==> config.mk <==
export PLATFORM = sky130hd
export DESIGN_NAME = warm_rst_ctrl
export DESIGN_NICKNAME = d
export VERILOG_FILES = /design/src/rtl/wrc_pkg.sv /design/src/rtl/wrc_stretch.sv /design/src/rtl/wrc_pin_filter.sv /design/src/rtl/wrc_cause_regs.sv /design/src/rtl/wrc_rst_sync.sv /design/src/rtl/warm_rst_ctrl.sv
export SDC_FILE = /design/constraint.sdc
export NUM_CORES = 1
export LEC_CHECK = 0
export ABC_AREA = 1
export BUFFER_PORTS_ARGS = -buffer_cell sky130_fd_sc_hd__buf_4
export CAP_MARGIN = 20
export CORE_ASPECT_RATIO = 0.8
export CORE_MARGIN = 4
export CORE_UTILIZATION = 60
export CTS_CLUSTER_SIZE = 28
export DETAILED_ROUTE_END_ITERATION = 7
export PLACE_DENSITY = 0.83
export SETUP_SLACK_MARGIN = 0.02
export SLEW_MARGIN = 40
export SYNTH_ARGS = -nofsm -noshare
export SYNTH_HDL_FRONTEND = slang
export SYNTH_HIERARCHICAL = 1
export SYNTH_SLANG_ARGS = --single-unit
export TNS_END_PERCENT = 100
==> constraint.sdc <==
create_clock -name clk -period 1.71 [get_ports clk]
set_clock_uncertainty 0.1 [all_clocks]
set_input_delay 0.2565 -clock clk [delete_from_list [all_inputs] [get_ports clk]]
set_output_delay 0.2565 -clock clk [all_outputs]
set_load 0.02 [all_outputs]
==> src/rtl/wrc_pkg.sv <==
// Package: bit positions of the cause flags shared by the controller and its users.
// Assumes status words are at least 5 bits wide.
package wrc_pkg;
    localparam int G_OSC  = 0;  // global word: oscillator failure
    localparam int G_PLL  = 1;  // global word: PLL slip
    localparam int E_PWR  = 0;  // exception word: power-up
    localparam int E_WDOG = 1;  // exception word: watchdog / debugger
    localparam int E_CPU  = 2;  // exception word: CPU self-test
    localparam int E_SOFT = 3;  // exception word: software
    localparam int E_EXT  = 4;  // exception word: external pin
    localparam int N_INT  = 5;  // number of internal request inputs
endpackage

==> src/rtl/wrc_stretch.sv <==
// Pulse stretcher: holds the open-drain enable for LONG_CYC cycles after
// power-on release, and for at least SHORT_CYC cycles after any trigger.
// Assumes LONG_CYC and SHORT_CYC are both nonzero.
module wrc_stretch #(
    parameter int unsigned LONG_CYC  = 2228,
    parameter int unsigned SHORT_CYC = 8
) (
    input  logic clk,
    input  logic rst_n,
    input  logic trig_i,
    output logic drive_o
);
    localparam int unsigned MAXL = (LONG_CYC > SHORT_CYC) ? LONG_CYC : SHORT_CYC;
    localparam int unsigned CW   = $clog2(MAXL + 1);
    localparam logic [CW-1:0] LONG_V  = CW'(LONG_CYC);
    localparam logic [CW-1:0] SHORT_V = CW'(SHORT_CYC);

    logic [CW-1:0] cnt_q, cnt_d;
    logic          drv_q;
    logic [CW-1:0] run_q;

    // Next count: decrement, then lift to the short length on a trigger if lower.
    always_comb begin
        cnt_d = cnt_q;
        if (cnt_q != '0)
            cnt_d = cnt_q - 1'b1;
        if (trig_i && (cnt_d < SHORT_V))
            cnt_d = SHORT_V;
    end

    // Counter and registered drive enable; power-on loads the long stretch.
    always_ff @(posedge clk) begin
        if (!rst_n) begin
            cnt_q <= LONG_V;
            drv_q <= 1'b1;
        end else begin
            cnt_q <= cnt_d;
            drv_q <= (cnt_d != '0);
        end
    end

    assign drive_o = drv_q;

    // Checker counter: cycles the enable has been high in the current run.
    always_ff @(posedge clk) begin
        if (!rst_n)
            run_q <= '0;
        else if (drv_q)
            run_q <= (run_q == '1) ? run_q : run_q + 1'b1;
        else
            run_q <= '0;
    end

    p_trig_drives_r3: assert property (@(posedge clk) disable iff (!rst_n)
        trig_i |=> drv_q);
    p_min_stretch_r4: assert property (@(posedge clk) disable iff (!rst_n)
        $fell(drv_q) |-> (run_q >= SHORT_V));
endmodule

==> src/rtl/wrc_pin_filter.sv <==
// Pin read-back filter: synchronises the pad, counts consecutive low samples
// and flags an accepted external request. Lows under FILT_MIN are dropped,
// lows ending between FILT_MIN and FILT_MAX-1 are accepted at their end,
// lows reaching FILT_MAX are accepted at once and must go high to re-arm.
// While drive_i is high and BLANK_CYC cycles after, the read-back is ignored.
// Assumes 0 < FILT_MIN <= FILT_MAX and BLANK_CYC >= 3 (synchroniser depth + 1).
module wrc_pin_filter #(
    parameter int unsigned FILT_MIN  = 100,
    parameter int unsigned FILT_MAX  = 400,
    parameter int unsigned BLANK_CYC = 4
) (
    input  logic clk,
    input  logic rst_n,
    input  logic pin_i,
    input  logic drive_i,
    output logic hit_o,
    output logic held_o
);
    localparam int unsigned LW = $clog2(FILT_MAX + 1);
    localparam int unsigned BW = $clog2(BLANK_CYC + 1);
    localparam logic [LW-1:0] MIN_V  = LW'(FILT_MIN);
    localparam logic [LW-1:0] MAX_V  = LW'(FILT_MAX);
    localparam logic [LW-1:0] MAXM_V = LW'(FILT_MAX - 1);
    localparam logic [BW-1:0] BLK_V  = BW'(BLANK_CYC);

    logic          s1_q, s2_q;
    logic [BW-1:0] blk_q;
    logic [LW-1:0] low_q, low_d;
    logic          arm_q, arm_d;
    logic          held_q, held_d;
    logic          hit_q, hit_d;
    logic          blanked;

    // Two-flop synchroniser for the asynchronous pad level.
    always_ff @(posedge clk) begin
        if (!rst_n) begin
            s1_q <= 1'b1;
            s2_q <= 1'b1;
        end else begin
            s1_q <= pin_i;
            s2_q <= s1_q;
        end
    end

    // Blanking window that outlasts the synchroniser after our own drive ends.
    always_ff @(posedge clk) begin
        if (!rst_n)
            blk_q <= BLK_V;
        else if (drive_i)
            blk_q <= BLK_V;
        else if (blk_q != '0)
            blk_q <= blk_q - 1'b1;
    end

    assign blanked = drive_i || (blk_q != '0);

    // Classification of the current sample against the two thresholds.
    always_comb begin
        low_d  = low_q;
        arm_d  = arm_q;
        held_d = held_q;
        hit_d  = 1'b0;
        if (s2_q) begin
            held_d = 1'b0;
            arm_d  = 1'b1;
        end
        if (blanked) begin
            low_d = '0;
        end else if (!s2_q) begin
            if (low_q != MAX_V)
                low_d = low_q + 1'b1;
            if (arm_q && (low_q == MAXM_V)) begin
                hit_d  = 1'b1;
                held_d = 1'b1;
                arm_d  = 1'b0;
            end
        end else begin
            if (arm_q && (low_q >= MIN_V))
                hit_d = 1'b1;
            low_d = '0;
        end
    end

    // Filter state registers.
    always_ff @(posedge clk) begin
        if (!rst_n) begin
            low_q  <= '0;
            arm_q  <= 1'b1;
            held_q <= 1'b0;
            hit_q  <= 1'b0;
        end else begin
            low_q  <= low_d;
            arm_q  <= arm_d;
            held_q <= held_d;
            hit_q  <= hit_d;
        end
    end

    assign hit_o  = hit_q;
    assign held_o = held_q;

    p_no_readback_r8: assert property (@(posedge clk) disable iff (!rst_n)
        drive_i |=> !hit_q);
    p_hit_pulse_r6: assert property (@(posedge clk) disable iff (!rst_n)
        hit_q |=> !hit_q);
endmodule

==> src/rtl/wrc_cause_regs.sv <==
// Sticky cause flags in two words with write-one-to-clear access.
// A set in the same cycle as a clear wins. Power-on loads the reset values.
module wrc_cause_regs #(
    parameter int unsigned STAT_W = 8,
    parameter logic [STAT_W-1:0] GLOB_RST = '0,
    parameter logic [STAT_W-1:0] EXC_RST  = '0
) (
    input  logic              clk,
    input  logic              rst_n,
    input  logic [STAT_W-1:0] set_glob_i,
    input  logic [STAT_W-1:0] set_exc_i,
    input  logic              clr_wr,
    input  logic              clr_sel,
    input  logic [STAT_W-1:0] clr_data,
    output logic [STAT_W-1:0] glob_o,
    output logic [STAT_W-1:0] exc_o
);
    logic [STAT_W-1:0] glob_q, exc_q;
    logic [STAT_W-1:0] clr_g, clr_e;

    assign clr_g = (clr_wr && !clr_sel) ? clr_data : '0;
    assign clr_e = (clr_wr &&  clr_sel) ? clr_data : '0;

    for (genvar i = 0; i < STAT_W; i++) begin : g_bit
        // One sticky global flag: set dominates clear.
        always_ff @(posedge clk) begin
            if (!rst_n)
                glob_q[i] <= GLOB_RST[i];
            else if (set_glob_i[i])
                glob_q[i] <= 1'b1;
            else if (clr_g[i])
                glob_q[i] <= 1'b0;
        end
        // One sticky exception flag: set dominates clear.
        always_ff @(posedge clk) begin
            if (!rst_n)
                exc_q[i] <= EXC_RST[i];
            else if (set_exc_i[i])
                exc_q[i] <= 1'b1;
            else if (clr_e[i])
                exc_q[i] <= 1'b0;
        end
    end

    assign glob_o = glob_q;
    assign exc_o  = exc_q;

    p_set_visible_r9: assert property (@(posedge clk) disable iff (!rst_n)
        (|set_exc_i) |=> ((exc_q & $past(set_exc_i)) == $past(set_exc_i)));
    p_sticky_r10: assert property (@(posedge clk) disable iff (!rst_n)
        !clr_wr |=> (((exc_q & $past(exc_q)) == $past(exc_q)) &&
                     ((glob_q & $past(glob_q)) == $past(glob_q))));
endmodule

==> src/rtl/wrc_rst_sync.sv <==
// Reset synchroniser: asserts at once when hold_i rises, releases at the
// second rising edge after hold_i falls. rst_n is used by the checks only.
// Assumes hold_i comes straight from flops, so it does not glitch.
module wrc_rst_sync (
    input  logic clk,
    input  logic rst_n,
    input  logic hold_i,
    output logic sys_rst_no
);
    logic ff1_q, ff2_q;

    // Asynchronous assert, synchronous two-stage release.
    always_ff @(posedge clk or posedge hold_i) begin
        if (hold_i) begin
            ff1_q <= 1'b0;
            ff2_q <= 1'b0;
        end else begin
            ff1_q <= 1'b1;
            ff2_q <= ff1_q;
        end
    end

    assign sys_rst_no = ff2_q;

    p_release_lag_r12: assert property (@(posedge clk) disable iff (!rst_n)
        $rose(sys_rst_no) |-> !$past(hold_i));
    p_assert_now_r12: assert property (@(posedge clk) disable iff (!rst_n)
        hold_i |-> !sys_rst_no);
endmodule

==> src/rtl/warm_rst_ctrl.sv <==
// Top: warm reset controller. It merges the internal requests and the
// filtered pad, stretches the open-drain drive, records each cause and
// produces the chip-wide reset.
// Assumes one clock serves as both oscillator and peripheral clock, and the
// pad is open drain with an external pull-up.
module warm_rst_ctrl #(
    parameter int unsigned LONG_CYC  = 2228,
    parameter int unsigned SHORT_CYC = 8,
    parameter int unsigned FILT_MIN  = 100,
    parameter int unsigned FILT_MAX  = 400,
    parameter int unsigned BLANK_CYC = 4,
    parameter int unsigned STAT_W    = 8
) (
    input  logic              clk,
    input  logic              rst_n,
    input  logic              req_osc_fail,
    input  logic              req_pll_slip,
    input  logic              req_wdog_dbg,
    input  logic              req_cpu_test,
    input  logic              req_soft,
    input  logic              pin_in,
    output logic              pin_drv_low,
    output logic              sys_rst_n,
    input  logic              clr_wr,
    input  logic              clr_sel,
    input  logic [STAT_W-1:0] clr_data,
    output logic [STAT_W-1:0] glob_flags,
    output logic [STAT_W-1:0] exc_flags
);
    import wrc_pkg::*;

    localparam logic [STAT_W-1:0] EXC_POR = STAT_W'(1) << E_PWR;

    logic              drive, ext_hit, ext_held, trig, hold;
    logic [STAT_W-1:0] set_glob, set_exc;

    // Any internal source or an accepted external pulse starts a stretch.
    always_comb begin
        trig = req_osc_fail | req_pll_slip | req_wdog_dbg | req_cpu_test
             | req_soft | ext_hit;
    end

    // Route each cause to its own flag bit.
    always_comb begin
        set_glob         = '0;
        set_exc          = '0;
        set_glob[G_OSC]  = req_osc_fail;
        set_glob[G_PLL]  = req_pll_slip;
        set_exc[E_WDOG]  = req_wdog_dbg;
        set_exc[E_CPU]   = req_cpu_test;
        set_exc[E_SOFT]  = req_soft;
        set_exc[E_EXT]   = ext_hit;
    end

    wrc_stretch #(.LONG_CYC(LONG_CYC), .SHORT_CYC(SHORT_CYC)) u_stretch (
        .clk     (clk),
        .rst_n   (rst_n),
        .trig_i  (trig),
        .drive_o (drive)
    );

    wrc_pin_filter #(.FILT_MIN(FILT_MIN), .FILT_MAX(FILT_MAX),
                     .BLANK_CYC(BLANK_CYC)) u_filter (
        .clk     (clk),
        .rst_n   (rst_n),
        .pin_i   (pin_in),
        .drive_i (drive),
        .hit_o   (ext_hit),
        .held_o  (ext_held)
    );

    wrc_cause_regs #(.STAT_W(STAT_W), .GLOB_RST('0), .EXC_RST(EXC_POR)) u_flags (
        .clk        (clk),
        .rst_n      (rst_n),
        .set_glob_i (set_glob),
        .set_exc_i  (set_exc),
        .clr_wr     (clr_wr),
        .clr_sel    (clr_sel),
        .clr_data   (clr_data),
        .glob_o     (glob_flags),
        .exc_o      (exc_flags)
    );

    assign hold = drive | ext_held;

    wrc_rst_sync u_sync (
        .clk        (clk),
        .rst_n      (rst_n),
        .hold_i     (hold),
        .sys_rst_no (sys_rst_n)
    );

    assign pin_drv_low = drive;

    p_drive_only_when_stretch_r1: assert property (@(posedge clk) disable iff (!rst_n)
        (!$past(trig) && !$past(pin_drv_low)) |-> !pin_drv_low);
    p_ext_flag_r9: assert property (@(posedge clk) disable iff (!rst_n)
        ext_hit |=> exc_flags[E_EXT]);
endmodule

## After elaboration in Yosys (flattened, before gate mapping)

Cells that the tools add are included.

| storage, ports and cells | value |
|---|---|
| flip-flop bits (word level) | 39 |
| bits of input ports | 18 |

| operators by class | value |
|---|---|
| $add $sub $neg | 3 |
| magnitude comparators | 2 |
| eq/ne operators | 2 |
| mux-type cells | 27 |
| bitwise logic cells | 7 |
| reductions and logical operators | 19 |

Operator list:

| operator | number |
|---|---|
| 2-to-1 mux 12 bit | 2 |
| nonzero test 12 bit | 2 |
| 2-to-1 mux 1 bit | 23 |
| < comparator 12 x 4 -> 1 bit, second input constant | 1 |
| nonzero test 2 bit | 6 |
| subtractor 12 x 1 -> 12 bit, second input constant | 1 |
| adder 9 x 1 -> 9 bit, second input constant | 1 |
| == test 9 bit, second input constant | 1 |
| >= comparator 9 x 7 -> 1 bit, second input constant | 1 |
| != test 9 bit, second input constant | 1 |
| OR 1 bit | 6 |
| logical AND 1 bit | 5 |
| 2-to-1 mux 5 bit | 1 |
| OR reduction 2 bit | 2 |
| nonzero test 3 bit | 1 |
| OR reduction 3 bit | 1 |
| subtractor 3 x 1 -> 3 bit, second input constant | 1 |
| 2-to-1 mux 2 bit | 1 |
| zero test 1 bit | 1 |
| logical OR 1 bit | 1 |
| NOT 1 bit | 1 |

## Depth between registers and ports, before layout

| depth | value |
|---|---|
| word-level depth | 8 |
| gate-level depth with buffers | 13 |

## Modules after synthesis

Netlist, hierarchy kept.

Modules (own cells, without submodules):

| module | times used | cells an instance | area each (µm²) | seq. area each (µm²) |
|---|---|---|---|---|
| wrc_stretch | 1 | 132 | 889.6 | 260.2 |
| wrc_pin_filter | 1 | 124 | 885.8 | 340.3 |
| wrc_cause_regs | 1 | 79 | 660.6 | 320.3 |
| wrc_rst_sync | 1 | 4 | 57.6 | 50.0 |
| warm_rst_ctrl | 1 | 6 | 26.3 | 0.0 |

## Least setup slack after synthesis

OpenSTA, ideal clock, no wires.

| timing | value |
|---|---|
| kind | flip-flop to flip-flop |
| start point | reg u_stretch.cnt_q[0] |
| end point | reg u_stretch.drv_q (netlist: u_stretch/drive_o) |
| arrival | 1.451 ns |
| slack | 0.036 ns |
| stages on the path, launching flop included | 12 |
| period minus slack after synthesis | 1.674 ns |
| path through | dfxtp_1 -> inv_1 -> ha_1 -> nand3_1 -> nor2_4 -> nand2_4 -> nand3_1 -> nand2_2 -> nor2_4 -> nand3_1 -> nand2_1 -> nand3_1 |

| between the ends | value |
|---|---|
| word-level cells in the longest chain between the ends | 6 |

RTL lines:

| what | line | RTL |
|---|---|---|
| from (decl) | wrc_stretch.sv:18 | `logic [CW-1:0] cnt_q, cnt_d;` |
| from (signal assigned) | wrc_stretch.sv:37 | `cnt_q <= cnt_d;` |
| subtractor 12 x 1 -> 12 bit / nonzero test 12 bit (equally long branches) | wrc_stretch.sv:26, wrc_stretch.sv:25 |  |
| 2-to-1 mux 12 bit (*) | wrc_stretch.sv:25 | `if (cnt_q != '0)` |
| < comparator 12 x 4 -> 1 bit | wrc_stretch.sv:27 | `if (trig_i && (cnt_d < SHORT_V))` |
| logical AND 1 bit | wrc_stretch.sv:27 |  |
| 2-to-1 mux 12 bit (*) | wrc_stretch.sv:27 |  |
| nonzero test 12 bit (*) | wrc_stretch.sv:38 | `drv_q <= (cnt_d != '0);` |
| to (signal assigned) | wrc_stretch.sv:38 |  |
| to (decl) | wrc_stretch.sv:19 | `logic drv_q;` |

Mark *: on every way between the ends. The rest lies on a longest branch, timed or not.
A chain may end at the register's enable or synchronous reset.

## Worst setup path after layout

| timing | value |
|---|---|
| start point | reg u_stretch.cnt_q[1] |
| end point | reg u_stretch.drv_q (netlist: u_stretch/drive_o) |

Same word-level chain as after synthesis.

==> results by group <==
Status
  • Status: finished, violations left
  • Failing checks: setup timing

Routing
  • Final WL: 5926 um
  • Antenna-violating nets left: 0
  • Via/cell ratio: 5.044
  • DR WL met2: 2971 um
  • Uppermost routed layer: met4
  • Post-route DRC: 0
  • Wl on met1: 2565 um
  • Routed len/inst: 13.02 um
  • Drt pass-1 iters: 5
  • Vias post-DR: 2295
  • Initial DRC count: 191
  • Met3 wire length: 307 um

Clock network
  • Sink Count: 48
  • CTS tree: done
  • Clk slew on worst S/H paths: 0.09 ns
  • CTS Hold Buffers Added: 0
  • Root Buffer: clkbuf_8
  • H-tree Lvls: 2
  • CTS Buffer Depth: 2
  • CTS Buf Count: 5
  • Clock latency at the later pin of the worst-skew pair: 0.29 ns

Global route
  • First-pass GRT wire length: 9625 um
  • Global route overflow: 0
  • Initial antenna violation count: 0
  • Vias in the first global route: 2172
  • GRT Total Usage: 0.2320
  • Largest net degree at the start of global routing: 17

Setup path
  • CP Cell Sequence: inv_2 > ha_4 > nand2_4 > nor2_2 > nand3_1 > nand3_2 > buf_4 > nand3_1 > nor2_1 > nand2_1 > nor2_1 > nand3_1
  • Crit. End Element: flip-flop
  • Worst path required time: 1.80 ns
  • CP max FO: 4
  • Worst Path Buf+Inv: 2
  • Slowest stage cell, crit path: dfxtp_1
  • Setup Crit Path Kind: flip-flop to flip-flop
  • CP delay by family, top: simple AND/OR/NAND/NOR gates
  • Worst path arrival time: 1.89 ns
  • Critical Path Start Type: flip-flop
  • Slowest cell delay on critical path: 0.35 ns
  • CP dominant cell by count: nand3_1

Power
  • Net Sw Power: 0.6510 mW
  • Final Total Pwr: 2.318 mW
  • Static leakage: 1.494 nW
  • Seq pwr share: 0.522
  • Internal power: 1.667 mW
  • Clk pwr share: 0.301
  • Worst vdd ir: 0.5708 mV
  • Sw frac: 0.2808
  • Comb pwr share: 0.178
  • Pwr/cell area: 744.6 nW/um2

Timing
  • Final worst-path setup slack: -0.09402 ns
  • # setup viols final: 3
  • Max Clock Freq: 554.3 MHz
  • Minimum clock period: 1.804 ns
  • RSZ-0062 raised after global routing: yes
  • Final Hold Vio Count: 0
  • Worst Tran Pin Value: 0.5595 ns
  • Period utilisation layout: 1.055
  • Final TNS setup: -0.1583 ns
  • Max Slew Vio Count: 0
  • Slew margin rel.: 0.6266

Floorplanning
  • Die Span Y: 65.97 um
  • Die area: 5307 um2
  • Top Ports: 36
  • Initial Utilization: 0.6414
  • Rows: 20
  • Core area: 3929 um2
  • Die X: 80.46 um

Synth
  • Unique masters post-synth: 31
  • Ys async rst share: 0.04167
  • Mean Syn Cell Area: 7.304 um2
  • Ranking of synthesized cells by area: dfxtp_1 37%, nand2_1 11%, inv_1 7.0%, nand3_1 6.0%, nor2_1 5.5%
  • Most numerous cell in the Yosys netlist: nand2_1
  • Post-synth top area share: 0.3654
  • Post-synth EDFFs: 0
  • Post-synthesis sequential area ratio: 0.3853
  • Area leader, netlist: dfxtp_1
  • Syn Inst Count: 345
  • Top cells by count, synth: 77 x nand2_1, 47 x inv_1, 46 x dfxtp_1, 37 x nor2_1, 30 x nand3_1
  • Mapped Area: 2520 um2
  • Synthesis-stage register bit count: 48
  • Post-synth top flop: dfxtp_1
  • Synth warn: 6

Flow run
  • Maxcap violations: 0

Cells and area
  • Final net count: 423
  • Synthesis-to-layout area growth: 23.54%
  • Layout cells sized above 1: 0.3225
  • Diode count: 0

Placement
  • HPWL after DPL: 4135 um
  • Final GP Congestion: 0.8891
  • IO buf count: 35

Worst hold path
  • Hold crit path type: input pin to flip-flop
[cells in the final DEF, fill, tap and decap left out, types with 6 or more instances in the layout]
| master | n |
|---|---|
| a21oi_1 | 19 |
| nand2_1 | 69 |
| inv_1 | 45 |
| conb_1 | 11 |
| nand2_4 | 6 |
| nand3_2 | 12 |
| clkbuf_8 | 6 |
| nand2_2 | 14 |
| nor2_4 | 10 |
| buf_4 | 41 |
| nand3_1 | 27 |
| nor2_1 | 32 |
| nor2_2 | 12 |
| dfxtp_1 | 41 |
| inv_2 | 9 |
[kinds of logic after synthesis]
kind of cell / Yosys count / synth area share
buffers and inverters: 59 / 0.09732
multiplexers: 1 / 0.003972
other: 2 / 0.002980
XOR/XNOR: 6 / 0.02085
flip-flops: 48 / 0.3853
AND/OR/NAND/NOR: 194 / 0.3952
AO/OA/AOI/OAI: 29 / 0.06455
adder cells (fa/ha/maj): 6 / 0.02979
[sequential cells by signal, summed over array words and instances (netlist names)]
| name | count |
|---|---|
| u_filter/s1_q | 1 |
| u_filter/blk_q | 3 |
| u_sync/ff1_q | 1 |
| u_flags/glob_o | 8 |
| u_filter/held_o | 1 |
| u_stretch/drive_o | 1 |
| u_sync/sys_rst_no | 1 |
| u_filter/hit_o | 1 |
| u_filter/s2_q | 1 |
| u_stretch/cnt_q | 12 |
| u_filter/low_q | 9 |
| u_filter/arm_q | 1 |
| u_flags/exc_o | 8 |
[area by class of cell]
| class | count | area, um2 |
|---|---|---|
| multi-input cells | 247 | 1443 |
| flip-flops and latches | 48 | 979.7 |
| fillers | 267 | 815.8 |
| repair buffers | 42 | 319.1 |
| inverters | 55 | 209.0 |
| clock buffers | 7 | 86.33 |
| well taps | 55 | 68.82 |
| clock inverters | 1 | 7.507 |
[metal layers]
metal  vias to the layer above  track usage
met5                         -            0
met2                        76       0.4039
met3                        11      0.04496
met1                      1040       0.2868
li1                       1168            -
met4                         0      0.07806
[path summary, 6_finish.rpt]
kind | from | to | slack [ns] | depth (start not counted)
worst min register to register | u_filter/held_o | u_sync/sys_rst_no | 0.18 | 2
worst max-delay path | u_stretch/cnt_q[1] | u_stretch/drive_o | -0.09 | 12
worst min-delay path | pin_in | u_filter/s1_q | 0.04 | 2
worst max register to register | u_stretch/cnt_q[1] | u_stretch/drive_o | -0.09 | 12
min in group asynchronous | u_filter/held_o | u_sync/sys_rst_no | 0.18 | 2
max in group asynchronous | u_stretch/drive_o | u_sync/ff1_q | 1.18 | 2
[stage by stage]
step                utilization  instance area [um2]  setup WS (ns)  cells  hold slack (ns)
floorplan                     -                 2554        0.03566    354           0.1487
global placement         0.7283                 2861        0.02126    442           0.1742
detailed placement       0.7283                 2861       -0.02931    442           0.1730
CTS                      0.7672                 3014        0.02087    451          0.03521
global route             0.7924                 3113        -0.1730    455          0.04854
finish                   0.7924                 3113       -0.09402    455          0.04135
[power groups by stage]
stage               registers, mW  logic (mW)  clock network, mW
CTS                          1.20       0.366              0.714
global route                 1.21       0.446              0.762
finish                       1.21       0.412              0.697
global placement             1.22       0.337                  0
floorplan                    1.25       0.197                  0
detailed placement           1.23       0.346                  0
[what timing repair did]
item,4_1_cts,5_1_grt
pin swaps,9,9
endpoints found under the setup margin,5,5
buffers inserted,1,4
resized for setup,15,21
[worst register-to-register path: stages, from the launching register on]
cell and delay (ns):
dfxtp_1 0.35, inv_2 0.12, ha_4 0.18, nand2_4 0.07, nor2_2 0.14, nand3_1 0.10
nand3_2 0.11, buf_4 0.12, nand3_1 0.08, nor2_1 0.11, nand2_1 0.06, nor2_1 0.09
nand3_1 0.08
No activity file was read; power rests on OpenSTA's default activity.
